<file path="config.mk">
export PLATFORM = sky130hd
export DESIGN_NAME = dual_clear_timer
export DESIGN_NICKNAME = d
export VERILOG_FILES = /design/src/rtl/dct_pkg.sv /design/src/rtl/dct_divider.sv /design/src/rtl/dct_clear_pick.sv /design/src/rtl/dual_clear_timer.sv
export SDC_FILE = /design/constraint.sdc
export NUM_CORES = 1
export LEC_CHECK = 0
export BUFFER_PORTS_ARGS = -buffer_cell sky130_fd_sc_hd__clkbuf_2
export CAP_MARGIN = 20
export CORE_MARGIN = 2
export CORE_UTILIZATION = 63
export CTS_CLUSTER_DIAMETER = 50
export DETAILED_ROUTE_END_ITERATION = 7
export HOLD_SLACK_MARGIN = 0.08
export PLACE_DENSITY_LB_ADDON = 0.1
export REMOVE_ABC_BUFFERS = 1
export SYNTH_ARGS = -nofsm -noshare
export SYNTH_HDL_FRONTEND = slang
export SYNTH_SLANG_ARGS = --single-unit
</file>
<file path="constraint.sdc">
create_clock -name clk -period 6.1 [get_ports clk]
set_clock_uncertainty 0.15 [all_clocks]
set_input_delay 0.915 -clock clk [delete_from_list [all_inputs] [get_ports clk]]
set_output_delay 0.915 -clock clk [all_outputs]
set_load 0.01 [all_outputs]
</file>
<file path="src/rtl/dct_pkg.sv">
package dct_pkg;
    typedef enum logic [2:0] {
        A_CMP0 = 3'd0,
        A_CMP1 = 3'd1,
        A_DSEL = 3'd2,
        A_CLRC = 3'd3,
        A_CTRL = 3'd4
    } reg_addr_e;

    localparam int unsigned CTRL_EN_BIT  = 3;
    localparam int unsigned CTRL_OVF_BIT = 2;
    localparam int unsigned CLR0_BIT     = 1;
endpackage

</file>
<file path="src/rtl/dct_divider.sv">
module dct_divider #(
    parameter int unsigned LO_LOG2 = 3,
    parameter int unsigned HI_LOG2 = 4
) (
    input  logic clk,
    input  logic rst_n,
    input  logic run,
    input  logic restart,
    input  logic slow_sel,
    output logic tick
);
    localparam int unsigned PW = HI_LOG2;
    localparam logic [PW-1:0] LAST_LO = PW'((1 << LO_LOG2) - 1);
    localparam logic [PW-1:0] LAST_HI = PW'((1 << HI_LOG2) - 1);

    logic [PW-1:0] phase_d, phase_q;
    logic [PW-1:0] last;

    always_comb begin
        last    = slow_sel ? LAST_HI : LAST_LO;
        tick    = run && (phase_q == last);
        phase_d = phase_q + PW'(1);
        if (!run || restart || tick) begin
            phase_d = '0;
        end
    end

    always_ff @(posedge clk or negedge rst_n) begin
        if (!rst_n) phase_q <= '0;
        else        phase_q <= phase_d;
    end

    // an advance is never followed by another on the next clock
    assert_tick_spacing_R1: assert property (@(posedge clk) disable iff (!rst_n)
        tick |=> !tick);
    // a divider-select write leaves the phase at zero
    assert_phase_restart_R9: assert property (@(posedge clk) disable iff (!rst_n)
        restart |=> (phase_q == '0));
    // a stopped timer keeps its phase at zero
    assert_phase_idle_R2: assert property (@(posedge clk) disable iff (!rst_n)
        !run |=> (phase_q == '0));
endmodule

</file>
<file path="src/rtl/dct_clear_pick.sv">
module dct_clear_pick #(
    parameter int unsigned W = 8
) (
    input  logic [W-1:0] cmp0,
    input  logic [W-1:0] cmp1,
    input  logic         en0,
    input  logic         en1,
    output logic         active,
    output logic [W-1:0] limit
);
    logic pick1;

    always_comb begin
        pick1  = en1 && (!en0 || (cmp1 < cmp0));
        active = en0 || en1;
        limit  = pick1 ? cmp1 : cmp0;
    end
endmodule

</file>
<file path="src/rtl/dual_clear_timer.sv">
module dual_clear_timer #(
    parameter int unsigned CW      = 8,
    parameter int unsigned AW      = 3,
    parameter int unsigned LO_LOG2 = 3,
    parameter int unsigned HI_LOG2 = 4
) (
    input  logic          clk,
    input  logic          rst_n,
    input  logic          wr_en,
    input  logic [AW-1:0] addr,
    input  logic [CW-1:0] wr_data,
    output logic [CW-1:0] rd_data,
    output logic [CW-1:0] count_o,
    output logic          match0_o,
    output logic          match1_o
);
    import dct_pkg::*;

    typedef struct packed {
        logic [CW-1:0] cmp0;
        logic [CW-1:0] cmp1;
        logic [1:0]    dsel;
        logic [2:0]    clrc;   // {clr1_hi, clr1_lo, clr0}
        logic          en;
        logic          ovf;
        logic [CW-1:0] cnt;
        logic          m0;
        logic          m1;
    } state_t;

    state_t s_d, s_q;

    logic          tick;
    logic          dsel_wr;
    logic          clr_active;
    logic [CW-1:0] clr_limit;
    logic          clr0_en, clr1_en;
    logic [CW:0]   inc;

    assign clr0_en = s_q.clrc[0];
    assign clr1_en = (s_q.clrc[2:1] == 2'b10);
    assign dsel_wr = wr_en && (addr == AW'(A_DSEL));

    dct_divider #(.LO_LOG2(LO_LOG2), .HI_LOG2(HI_LOG2)) u_div (
        .clk      (clk),
        .rst_n    (rst_n),
        .run      (s_q.en),
        .restart  (dsel_wr),
        .slow_sel (s_q.dsel == 2'b11),
        .tick     (tick)
    );

    dct_clear_pick #(.W(CW)) u_pick (
        .cmp0   (s_q.cmp0),
        .cmp1   (s_q.cmp1),
        .en0    (clr0_en),
        .en1    (clr1_en),
        .active (clr_active),
        .limit  (clr_limit)
    );

    always_comb begin
        s_d    = s_q;
        s_d.m0 = 1'b0;
        s_d.m1 = 1'b0;
        inc    = {1'b0, s_q.cnt} + {{CW{1'b0}}, 1'b1};

        if (wr_en) begin
            case (addr)
                AW'(A_CMP0): s_d.cmp0 = wr_data;
                AW'(A_CMP1): s_d.cmp1 = wr_data;
                AW'(A_DSEL): s_d.dsel = wr_data[1:0];
                AW'(A_CLRC): s_d.clrc = wr_data[3:1];
                AW'(A_CTRL): begin
                    s_d.en  = wr_data[CTRL_EN_BIT];
                    s_d.ovf = wr_data[CTRL_OVF_BIT];
                end
                default: ;
            endcase
        end

        if (tick) begin
            s_d.m0 = (s_q.cmp0 != '0) && (inc == {1'b0, s_q.cmp0});
            s_d.m1 = (s_q.cmp1 != '0) && (inc == {1'b0, s_q.cmp1});
            if (clr_active && ((clr_limit == '0) || (inc == {1'b0, clr_limit}))) begin
                s_d.cnt = '0;
            end else begin
                s_d.cnt = inc[CW-1:0];
                if (inc[CW]) s_d.ovf = 1'b1;
            end
        end

        rd_data = '0;
        case (addr)
            AW'(A_CMP0): rd_data = s_q.cmp0;
            AW'(A_CMP1): rd_data = s_q.cmp1;
            AW'(A_DSEL): rd_data[1:0] = s_q.dsel;
            AW'(A_CLRC): rd_data[3:1] = s_q.clrc;
            AW'(A_CTRL): begin
                rd_data[CTRL_EN_BIT]  = s_q.en;
                rd_data[CTRL_OVF_BIT] = s_q.ovf;
            end
            default: ;
        endcase
    end

    always_ff @(posedge clk or negedge rst_n) begin
        if (!rst_n) s_q <= '0;
        else        s_q <= s_d;
    end

    assign count_o  = s_q.cnt;
    assign match0_o = s_q.m0;
    assign match1_o = s_q.m1;

    // a stopped timer does not change its count
    assert_hold_when_off_R2: assert property (@(posedge clk) disable iff (!rst_n)
        !s_q.en |=> $stable(count_o));
    // request pulses last a single cycle
    assert_m0_single_R3: assert property (@(posedge clk) disable iff (!rst_n)
        match0_o |=> !match0_o);
    assert_m1_single_R3: assert property (@(posedge clk) disable iff (!rst_n)
        match1_o |=> !match1_o);
    // a zero limit on the clear source in effect pins the count at zero
    assert_zero_hold_R7: assert property (@(posedge clk) disable iff (!rst_n)
        (tick && clr_active && (clr_limit == '0)) |=> (count_o == '0));
    // wrapping with no clear sets the overflow bit, even against a write
    assert_wrap_flag_R8: assert property (@(posedge clk) disable iff (!rst_n)
        (tick && !clr_active && (count_o == '1)) |=> (s_q.ovf && (count_o == '0)));
endmodule

</file>
### Word level (Yosys, flattened, before mapping)

Cells that the tools add are included.

* input bits: 14
* bits in registers: 37
* output and inout port bits: 18

* $lt $le $gt $ge: 1
* equal/unequal tests: 10
* add/sub/neg operators: 2
* reductions and logical operators: 22
* mux-type cells: 13

Operator list (count)
* $eq 9x8->1: 3
* $mux 8: 2
* $reduce_bool 8->1: 2
* $mux 11: 1
* $reduce_and 2->1: 5
* $add 8x1->9 const B: 1
* $logic_not 8->1: 1
* $lt 8x8->1: 1
* $mux 4: 2
* $pmux 2 s4: 1
* $pmux 4 s2: 1
* $eq 3x2->1 const B: 2
* $logic_and 1x1->1: 6
* $logic_or 1x1->1: 5
* $add 4x1->4 const B: 1
* $eq 2x2->1 const B: 2
* $eq 4x4->1: 1
* $mux 1: 4
* $pmux 1 s4: 1
* $eq 3x1->1 const B: 1
* $eq 3x3->1 const B: 1
* $logic_not 3->1: 1
* $pmux 1 s3: 1
* $logic_not 1->1: 2

### Longest topological paths before layout

Gate-level depths: netlist of the first run.

* depth after elaboration: 9
* depth in mapped cells: 10

### By module

Synthesis of the first run repeated with hierarchy kept, for this count alone.

* cell total of the unflattened synthesis: 259
* area total of the unflattened synthesis: 2751.4 µm²

Modules (own cells, without submodules)
* dual_clear_timer: instances 1, cells an instance 206, area each 2224.6 µm²
* dct_clear_pick: instances 1, cells an instance 35, area each 340.3 µm²
* dct_divider: instances 1, cells an instance 18, area each 186.4 µm²

### Worst setup path after synthesis of the first run

Ideal clock, no wire load.

* path kind: input to output
* start point: input addr[0]
* end point: output rd_data[3]
* slack: 3.049 ns
* cell stages on the path: 5
* path buffers: 2
* arrival: 1.986 ns
* path through: clkbuf_1 -> clkbuf_1 -> nand3_1 -> o31a_1 -> o22ai_1

* word-level cells in the longest chain between the ends: 2
* elaborated cells on any way between the ends: 5
* classes of those cells: 3 x eq/ne; 1 x mux; 1 x reduce/logical

RTL lines
* from (decl): RTL line dual_clear_timer.sv:10 `input logic [AW-1:0] addr,`
* $eq 3x3->1, or another cell as far along: RTL line dual_clear_timer.sv:94 `case (addr)`
* $pmux 2 s4 *: RTL line dual_clear_timer.sv:94
* to (decl): RTL line dual_clear_timer.sv:12 `output logic [CW-1:0] rd_data,`

Mark *: on every way between the ends. The rest lies on a longest branch, timed or not.

### Worst setup path after layout of the first run

* start point: register s_q[23] in the netlist's numbering
* end point: register s_q (netlist bit count_o[2])

* word-level cells in the longest chain between the ends: 8
* elaborated cells on any way between the ends: 9
* classes of those cells: 1 x order compare; 1 x eq/ne; 2 x mux; 5 x reduce/logical

RTL lines
* from (decl): RTL line dual_clear_timer.sv:31 `state_t s_d, s_q;`
* from (signal assigned): RTL line dual_clear_timer.sv:108 `if (!rst_n) s_q <= '0;`
* from (signal assigned): RTL line dual_clear_timer.sv:109 `else s_q <= s_d;`
* $lt 8x8->1: RTL line dct_clear_pick.sv:14 `pick1 = en1 && (!en0 || (cmp1 < cmp0));`
* $logic_or 1x1->1: RTL line dct_clear_pick.sv:14
* $logic_and 1x1->1: RTL line dct_clear_pick.sv:14
* $mux 8 *: RTL line dct_clear_pick.sv:16 `limit = pick1 ? cmp1 : cmp0;`
* $eq 9x8->1 / $logic_not 8->1 (equally long branches): RTL line dual_clear_timer.sv:85 `if (clr_active && ((clr_limit == '0) || (inc == {1'b0, clr_limit}))) begin`
* $logic_or 1x1->1 *: RTL line dual_clear_timer.sv:85
* $logic_and 1x1->1 *: RTL line dual_clear_timer.sv:85
* $mux 8 *: RTL line dual_clear_timer.sv:85

Marked as above.
A chain may end at the register's enable or synchronous reset.

==> summary.md, run 1 <==
| Metric | Value |
|---|---|
| Outcome | `finished, final reports clean` |
| Clock buffer depth | `2` |
| Fmax | `0.302 GHz` |
| Setup TNS | `0 ns` |
| # hold bufs at CTS | `0` |
| Overflow after GRT | `0` |
| Leak pwr | `1.25 nW` |
| Vias/cell | `6.48` |
| CTS tree | `built` |
| Cell Area, Placed | `0.00282 mm2` |
| DR pass1 iterations | `5` |
| Fin nets | `333` |
| Final ANT Viol Nets | `0` |
| Reg2reg setup slack | `2.79 ns` |
| Worst r2r path cells | `9` |
| HP Class | `reg2reg` |
| Core Region | `0.00406 mm2` |
| Largest net degree at the start of global routing | `38` |
| Rows | `23` |
| Horiz. Die Dim | `69.4 um` |
| Startpoint class of the critical path | `register` |
| DRC viols | `0` |
| Slew @ Worst Pin | `0.917 ns` |
| Peak supply drop | `220 uV` |
| Worst-Skew Late Latency | `0.29 ns` |
| Critical Path End Type | `register` |
| Max-slew headroom | `0.389` |
| GR Util All Layers | `0.298` |
| Final worst path period need | `3.31 ns` |
| Final period util | `0.542` |
| Post-CTS setup buffer count | `0` |
| Final Slew Violations | `0` |
| Yosys top cell area share | `0.343` |
| Top fanout value on the critical path | `8` |
| Final Hold Viols | `0` |
| Placed wire-length estimate | `5030 um` |
| Post-synth EDFFs | `0` |
| First-pass GRT wire length | `11500 um` |
| Synthesis-stage register bit count | `37` |
| Initial Utilization | `0.665` |
| Max_cap viols | `0` |
| Vias post-DR | `2338` |
| FF-to-FF Start | `s_q[23]` |
| WP data required | `6.10 ns` |
| Final Cell Area | `0.00291 mm2` |
| Area growth from synthesis to layout | `8.07%` |
| Post-synth ARST share | `1.00` |
| RSZ-0062 raised after global routing | `no` |
| Final setup vio count | `0` |
| TritonCTS buffer count | `5` |
| Worst setup endpoint | `count_o[2]` |
| Cell taking the most area after synthesis | `dfrtp_1` |
| Crit path kind | `reg2reg` |
| Post-CTS Resized | `0` |
| CTS root buffer | `clkbuf_8` |
| Ys flop type | `dfrtp_1` |
| Die Span Y | `69.4 um` |
| Sink Count | `37` |
| Mapped cell area | `0.00270 mm2` |
| Antenna Cells | `0` |
| Synth cell types | `53` |
| Most common cell after layout, fill and taps aside | `dfrtp_1` |
| Mapped Cells | `289` |
| PwrDens | `268 mW/mm2` |
| DR WL/cell | `18.5 um` |
| Io pins | `32` |
| Most frequent cells in the layout | `37 x dfrtp_1, 31 x clkbuf_2, 23 x nor2_1` |
| Setup crit start | `s_q[23]` |
| Synthesized area per cell | `9.33 um2` |
| Ratio of cells with drive above 1 in the final layout | `0.219` |
| Number of global-route vias before repair | `2321` |
| Yosys Warn Count | `0` |
| Total wire length | `6690 um` |
| Worst EP arrival | `3.30 ns` |
| H-tree depth | `2` |
| Antenna violations before repair | `0` |
| Global placement routability congestion | `0.891` |
| DR iter-0 viols | `210` |
| Clock Pin Slew Worst Setup and Hold Paths | `0.08 ns` |
| Seq/Total Area, Yosys | `0.343` |
| Die area | `0.00482 mm2` |
| PortBufs | `31` |
| Fillers | `322` |
| Worst R2R End | `count_o[2]` |
| Top cells by area, synth | `dfrtp_1 34%, mux2_2 6.7%, ha_1 4.2%, xnor2_1 3.6%, xor2_1 3.2%` |
## cell families after synthesis
family                     count (synthesis)  synth area share
AOI/OAI and AO/OA                         54             0.148
and+or+nand+nor                          116             0.244
DFF                                       37             0.343
buffers and inverters                     27            0.0501
xor gates and xnor gates                  21            0.0682
muxes                                     25             0.105
adders and majority gates                  9            0.0418
## layout make-up
type	instances	area, um2	share of cell area
clock buffers	5	68.8	0.0236
clock inverters	3	25.0	0.00859
flip-flops and latches	37	926	0.318
multi-input cells	225	1640	0.561
repair buffers	32	163	0.0558
well taps	50	62.6	0.0215
inverters	9	33.8	0.0116
## metrics by stage
stage                     setup slack [ns]  utilization  instances  power (W)  hold WS, ns
after floorplan                       3.30            -        271   0.000519        0.283
after global placement                3.00        0.695        353   0.000592        0.302
after detailed placement              2.88        0.695        353   0.000601        0.326
after CTS                             2.86        0.718        361   0.000779        0.338
after global routing                  2.64        0.718        361   0.000831        0.357
final                                 2.79        0.718        361   0.000780        0.333
## cells in the mapped netlist, types with 3 or more instances
cell       n
o41ai_1    5
a211oi_1   5
buf_4      8
o21ai_0   10
o31a_1     3
nor2b_1    9
dfrtp_1   37
nand4_1    3
o22ai_1    4
and3_1     3
or4_1      5
and2_1     5
mux2i_1    8
nor2_1    23
ha_1       9
o211ai_1   4
nand3_1   11
inv_1      9
xnor2_1   11
mux2_2    16
clkbuf_1   7
nor3_1    11
xor2_1    10
and3b_1    3
nor4_1     7
a21oi_1   10
nand2_1   20
## sequential cells by signal, indices dropped and copies added (netlist names)
signal / cells
clr0_en: 1
count_o: 8
s_q: 22
match0_o: 1
match1_o: 1
u_div.phase_q: 4
## layer usage
metal	vias to the layer above	GRT usage	part of all wire
met4	0	0.124	0.031
met1	1118	0.422	0.44
li1	1107	-	-
met5	-	0	0
met2	96	0.457	0.46
met3	17	0.0465	0.072
## report_power, final
group          internal [W]  switching [W]
Clock             0.0000824      0.0000949
Combinational      0.000116       0.000142
Sequential         0.000283      0.0000618
Total              0.000482       0.000299
## worst max-delay path: stages (launching register included)
cell      delay (ns)
dfrtp_1         0.46
ha_1            0.36
a21oi_1         0.18
nand2_1         0.14
a221oi_4        0.41
nand2_2         0.20
or4_1           0.44
a31oi_1         0.18
nor4b_4         0.48
a211oi_1        0.15
## worst min-delay path by stage
| stage | startpoint | endpoint | slack (ns) | cells past startpoint |
|---|---|---|---|---|
| 5_1_grt | u_div.phase_q[0] | u_div.phase_q[0] | 0.36 | 1 |
| 2_1_floorplan | u_div.phase_q[0] | u_div.phase_q[0] | 0.28 | 1 |
| 3_3_place_gp | u_div.phase_q[0] | u_div.phase_q[0] | 0.30 | 1 |
| 3_5_place_dp | u_div.phase_q[0] | u_div.phase_q[0] | 0.33 | 1 |
| 4_1_cts | u_div.phase_q[0] | u_div.phase_q[0] | 0.34 | 1 |
| 6_report | u_div.phase_q[0] | u_div.phase_q[0] | 0.33 | 1 |
Note: power is estimated with default switching activity, not from simulation.
==> run 2, diff against run 1 <==
--- a/config.mk
+++ b/config.mk
@@ -8,7 +8,7 @@
 export BUFFER_PORTS_ARGS = -buffer_cell sky130_fd_sc_hd__clkbuf_2
 export CAP_MARGIN = 20
 export CORE_MARGIN = 2
-export CORE_UTILIZATION = 63
+export CORE_UTILIZATION = 59
 export CTS_CLUSTER_DIAMETER = 50
 export DETAILED_ROUTE_END_ITERATION = 7
 export HOLD_SLACK_MARGIN = 0.08
==> constraint.sdc (replaced) <==
create_clock -name clk -period 3.05 [get_ports clk]
set_clock_uncertainty 0.15 [all_clocks]
set_input_delay 0.4575 -clock clk [delete_from_list [all_inputs] [get_ports clk]]
set_output_delay 0.4575 -clock clk [all_outputs]
set_load 0.01 [all_outputs]
==> summary.md, run 2 (same netlist as run 1, synthesis figures left out) <==
| Metric | Value |
|---|---|
| FF-to-FF Start | `s_q[31] (was s_q[23])` |
| Final Slew Violations | `0 (unchanged)` |
| Outcome | `finished, final reports clean (unchanged)` |
| DR pass1 iterations | `5 (unchanged)` |
| Clock share of power | `0.265 (was 0.227)` |
| Crit-path cells | `inv_1, ha_1, a21oi_1, nand2_1, a221o_1, or4_1, nand3_1, nand4_1, nor4b_4, buf_6, a211oi_1 (was ha_1, a21oi_1, nand2_1, a221oi_4, nand2_2, or4_1, a31oi_1, nor4b_4, a211oi_1)` |
| Fmax | `0.348 GHz (was 0.302 GHz)` |
| H-tree depth | `2 (unchanged)` |
| Max_cap viols | `0 (unchanged)` |
| Ratio of cells with drive above 1 in the final layout | `0.255 (was 0.219)` |
| Critical Path End Type | `register (unchanged)` |
| Worst EP arrival | `2.90 ns (was 3.30 ns)` |
| Pint | `0.00111 W (was 0.000482 W)` |
| PortBufs | `31 (unchanged)` |
| Largest net degree at the start of global routing | `38 (unchanged)` |
| RSZ-0062 raised after global routing | `no (unchanged)` |
| Antenna violations before repair | `0 (unchanged)` |
| # hold bufs at CTS | `0 (unchanged)` |
| Overflow after GRT | `0 (unchanged)` |
| Combinational Power Share | `0.352 (was 0.331)` |
| Die area | `0.00513 mm2 (was 0.00482 mm2)` |
| Sink Count | `37 (unchanged)` |
| Total wire length | `6640 um (was 6690 um)` |
| Final worst path period need | `2.88 ns (was 3.31 ns)` |
| Clock buffer depth | `2 (unchanged)` |
| Crit path kind | `reg2reg (unchanged)` |
| Max incr delay on CP | `0.47 ns (was 0.48 ns)` |
| Layout Utilization | `0.698 (was 0.718)` |
| Fin nets | `348 (was 333)` |
| Final ANT Viol Nets | `0 (unchanged)` |
| Final hold slack | `0.154 ns (was 0.333 ns)` |
| Setup crit start | `s_q[31] (was s_q[23])` |
| Io pins | `32 (unchanged)` |
| Final Hold Viols | `0 (unchanged)` |
| Slew @ Worst Pin | `0.959 ns (was 0.917 ns)` |
| Horiz. Die Dim | `71.6 um (was 69.4 um)` |
| Total power | `0.00170 W (was 0.000780 W)` |
| First-pass GRT wire length | `11100 um (was 11500 um)` |
| Area growth from synthesis to layout | `13.5% (was 8.07%)` |
| Leak pwr | `1.33 nW (was 1.25 nW)` |
| Slowest CP cell | `or4_1 (was nor4b_4)` |
| Initial Utilization | `0.615 (was 0.665)` |
| Antenna Cells | `0 (unchanged)` |
| Psw | `0.000595 W (was 0.000299 W)` |
| Setup TNS | `0 ns (unchanged)` |
| Sw frac | `0.350 (was 0.383)` |
| Die Span Y | `71.6 um (was 69.4 um)` |
| Global placement routability congestion | `1.01 (was 0.891)` |
| DR iter-0 viols | `199 (was 210)` |
| CTS root buffer | `clkbuf_8 (unchanged)` |
| GR Util All Layers | `0.277 (was 0.298)` |
| HP Class | `in2async (was reg2reg)` |
| PwrDens | `556 mW/mm2 (was 268 mW/mm2)` |
| Core Region | `0.00438 mm2 (was 0.00406 mm2)` |
| Final setup vio count | `0 (unchanged)` |
| Vias post-DR | `2368 (was 2338)` |
| CTS tree | `built (unchanged)` |
| Final period util | `0.943 (was 0.542)` |
| Sequential fraction of design power | `0.382 (was 0.442)` |
| Fillers | `362 (was 322)` |
| Max-slew headroom | `0.361 (was 0.389)` |
| Peak supply drop | `356 uV (was 220 uV)` |
| Clock Pin Slew Worst Setup and Hold Paths | `0.08 ns (about the same)` |
| WP data required | `3.08 ns (was 6.10 ns)` |
| Startpoint class of the critical path | `register (unchanged)` |
| Cell Area, Placed | `0.00293 mm2 (was 0.00282 mm2)` |
| Worst-Skew Late Latency | `0.29 ns (about the same)` |
| Most frequent cells in the layout | `37 x dfrtp_1, 31 x clkbuf_2, 23 x nor2_1 (unchanged)` |
| Number of global-route vias before repair | `2308 (was 2321)` |
| Placed wire-length estimate | `4920 um (was 5030 um)` |
| DR WL/cell | `17.6 um (was 18.5 um)` |
| Final Cell Area | `0.00306 mm2 (was 0.00291 mm2)` |
| Top reg by flops | `s_q (unchanged)` |
| Most common cell after layout, fill and taps aside | `dfrtp_1 (unchanged)` |
| Rows | `24 (was 23)` |
| TritonCTS buffer count | `5 (unchanged)` |
| DRC viols | `0 (unchanged)` |
| Vias/cell | `6.26 (was 6.48)` |
| Max FFs per register | `22 (unchanged)` |
| Top fanout value on the critical path | `8 (unchanged)` |
-- run 2: cell count changes in the layout (fill, tap and decap cells not counted), sizes merged --
cell	before	now
bufinv	0	1
clkbuf	36	37
buf	1	16
inv	10	9
clkinv	1	0
-- run 2: power groups by stage --
stage	clock [W]	combinational, W	sequential [W]
floorplan	0	0.000390	0.000649
global placement	0	0.000578	0.000654
detailed placement	0	0.000583	0.000658
CTS	0.000458	0.000587	0.000647
global route	0.000476	0.000661	0.000660
finish	0.000451	0.000599	0.000650
-- run 2: final timing paths --
check,endpoint,slack [ns],cells past startpoint
setup / recovery,count_o[2],0.17,11
hold / removal,match1_o,0.15,1
setup reg to reg,count_o[2],0.17,11
hold reg to reg,u_div.phase_q[0],0.31,1
max in group asynchronous,count_o[7],2.01,1
min in group clk,s_q[32],0.23,3
-- run 2: timing repair --
action / in CTS / in global routing
setup endpoints to repair: 0 / 8
gates resized for setup: 0 / 1
setup buffers: 0 / 1
-- run 2: per-layer routing --
metal / track usage / up-vias / share of wire
li1: - / 1140 / -
met1: 0.378 / 1128 / 0.45
met2: 0.429 / 88 / 0.47
met3: 0.0577 / 12 / 0.058
met4: 0.115 / 0 / 0.021
met5: 0 / - / 0
-- run 2: worst max-delay path: cells and delay by family, from the launching register on --
family | cells | cell delay (ns)
compound gates | 3 | 0.56
fa+ha+maj | 1 | 0.27
buf+inv | 2 | 0.29
flops | 1 | 0.40
simple gates | 5 | 1.09
-- run 2: cell type report --
cell class,count,area (um2),area share
clock buffers,6,82.6,0.0270
well taps,52,65.1,0.0213
multi-input cells,225,1640,0.535
inverters,9,33.8,0.0110
clock inverters,2,37.5,0.0123
flip-flops and latches,37,926,0.303
repair buffers,47,279,0.0912
-- run 2: metrics by stage --
stage                     cells  setup slack (ns)
after floorplan             271             0.249
after global placement      369             0.246
after detailed placement    369             0.166
after CTS                   377             0.169
after global routing        378          0.000351
final                       378             0.173
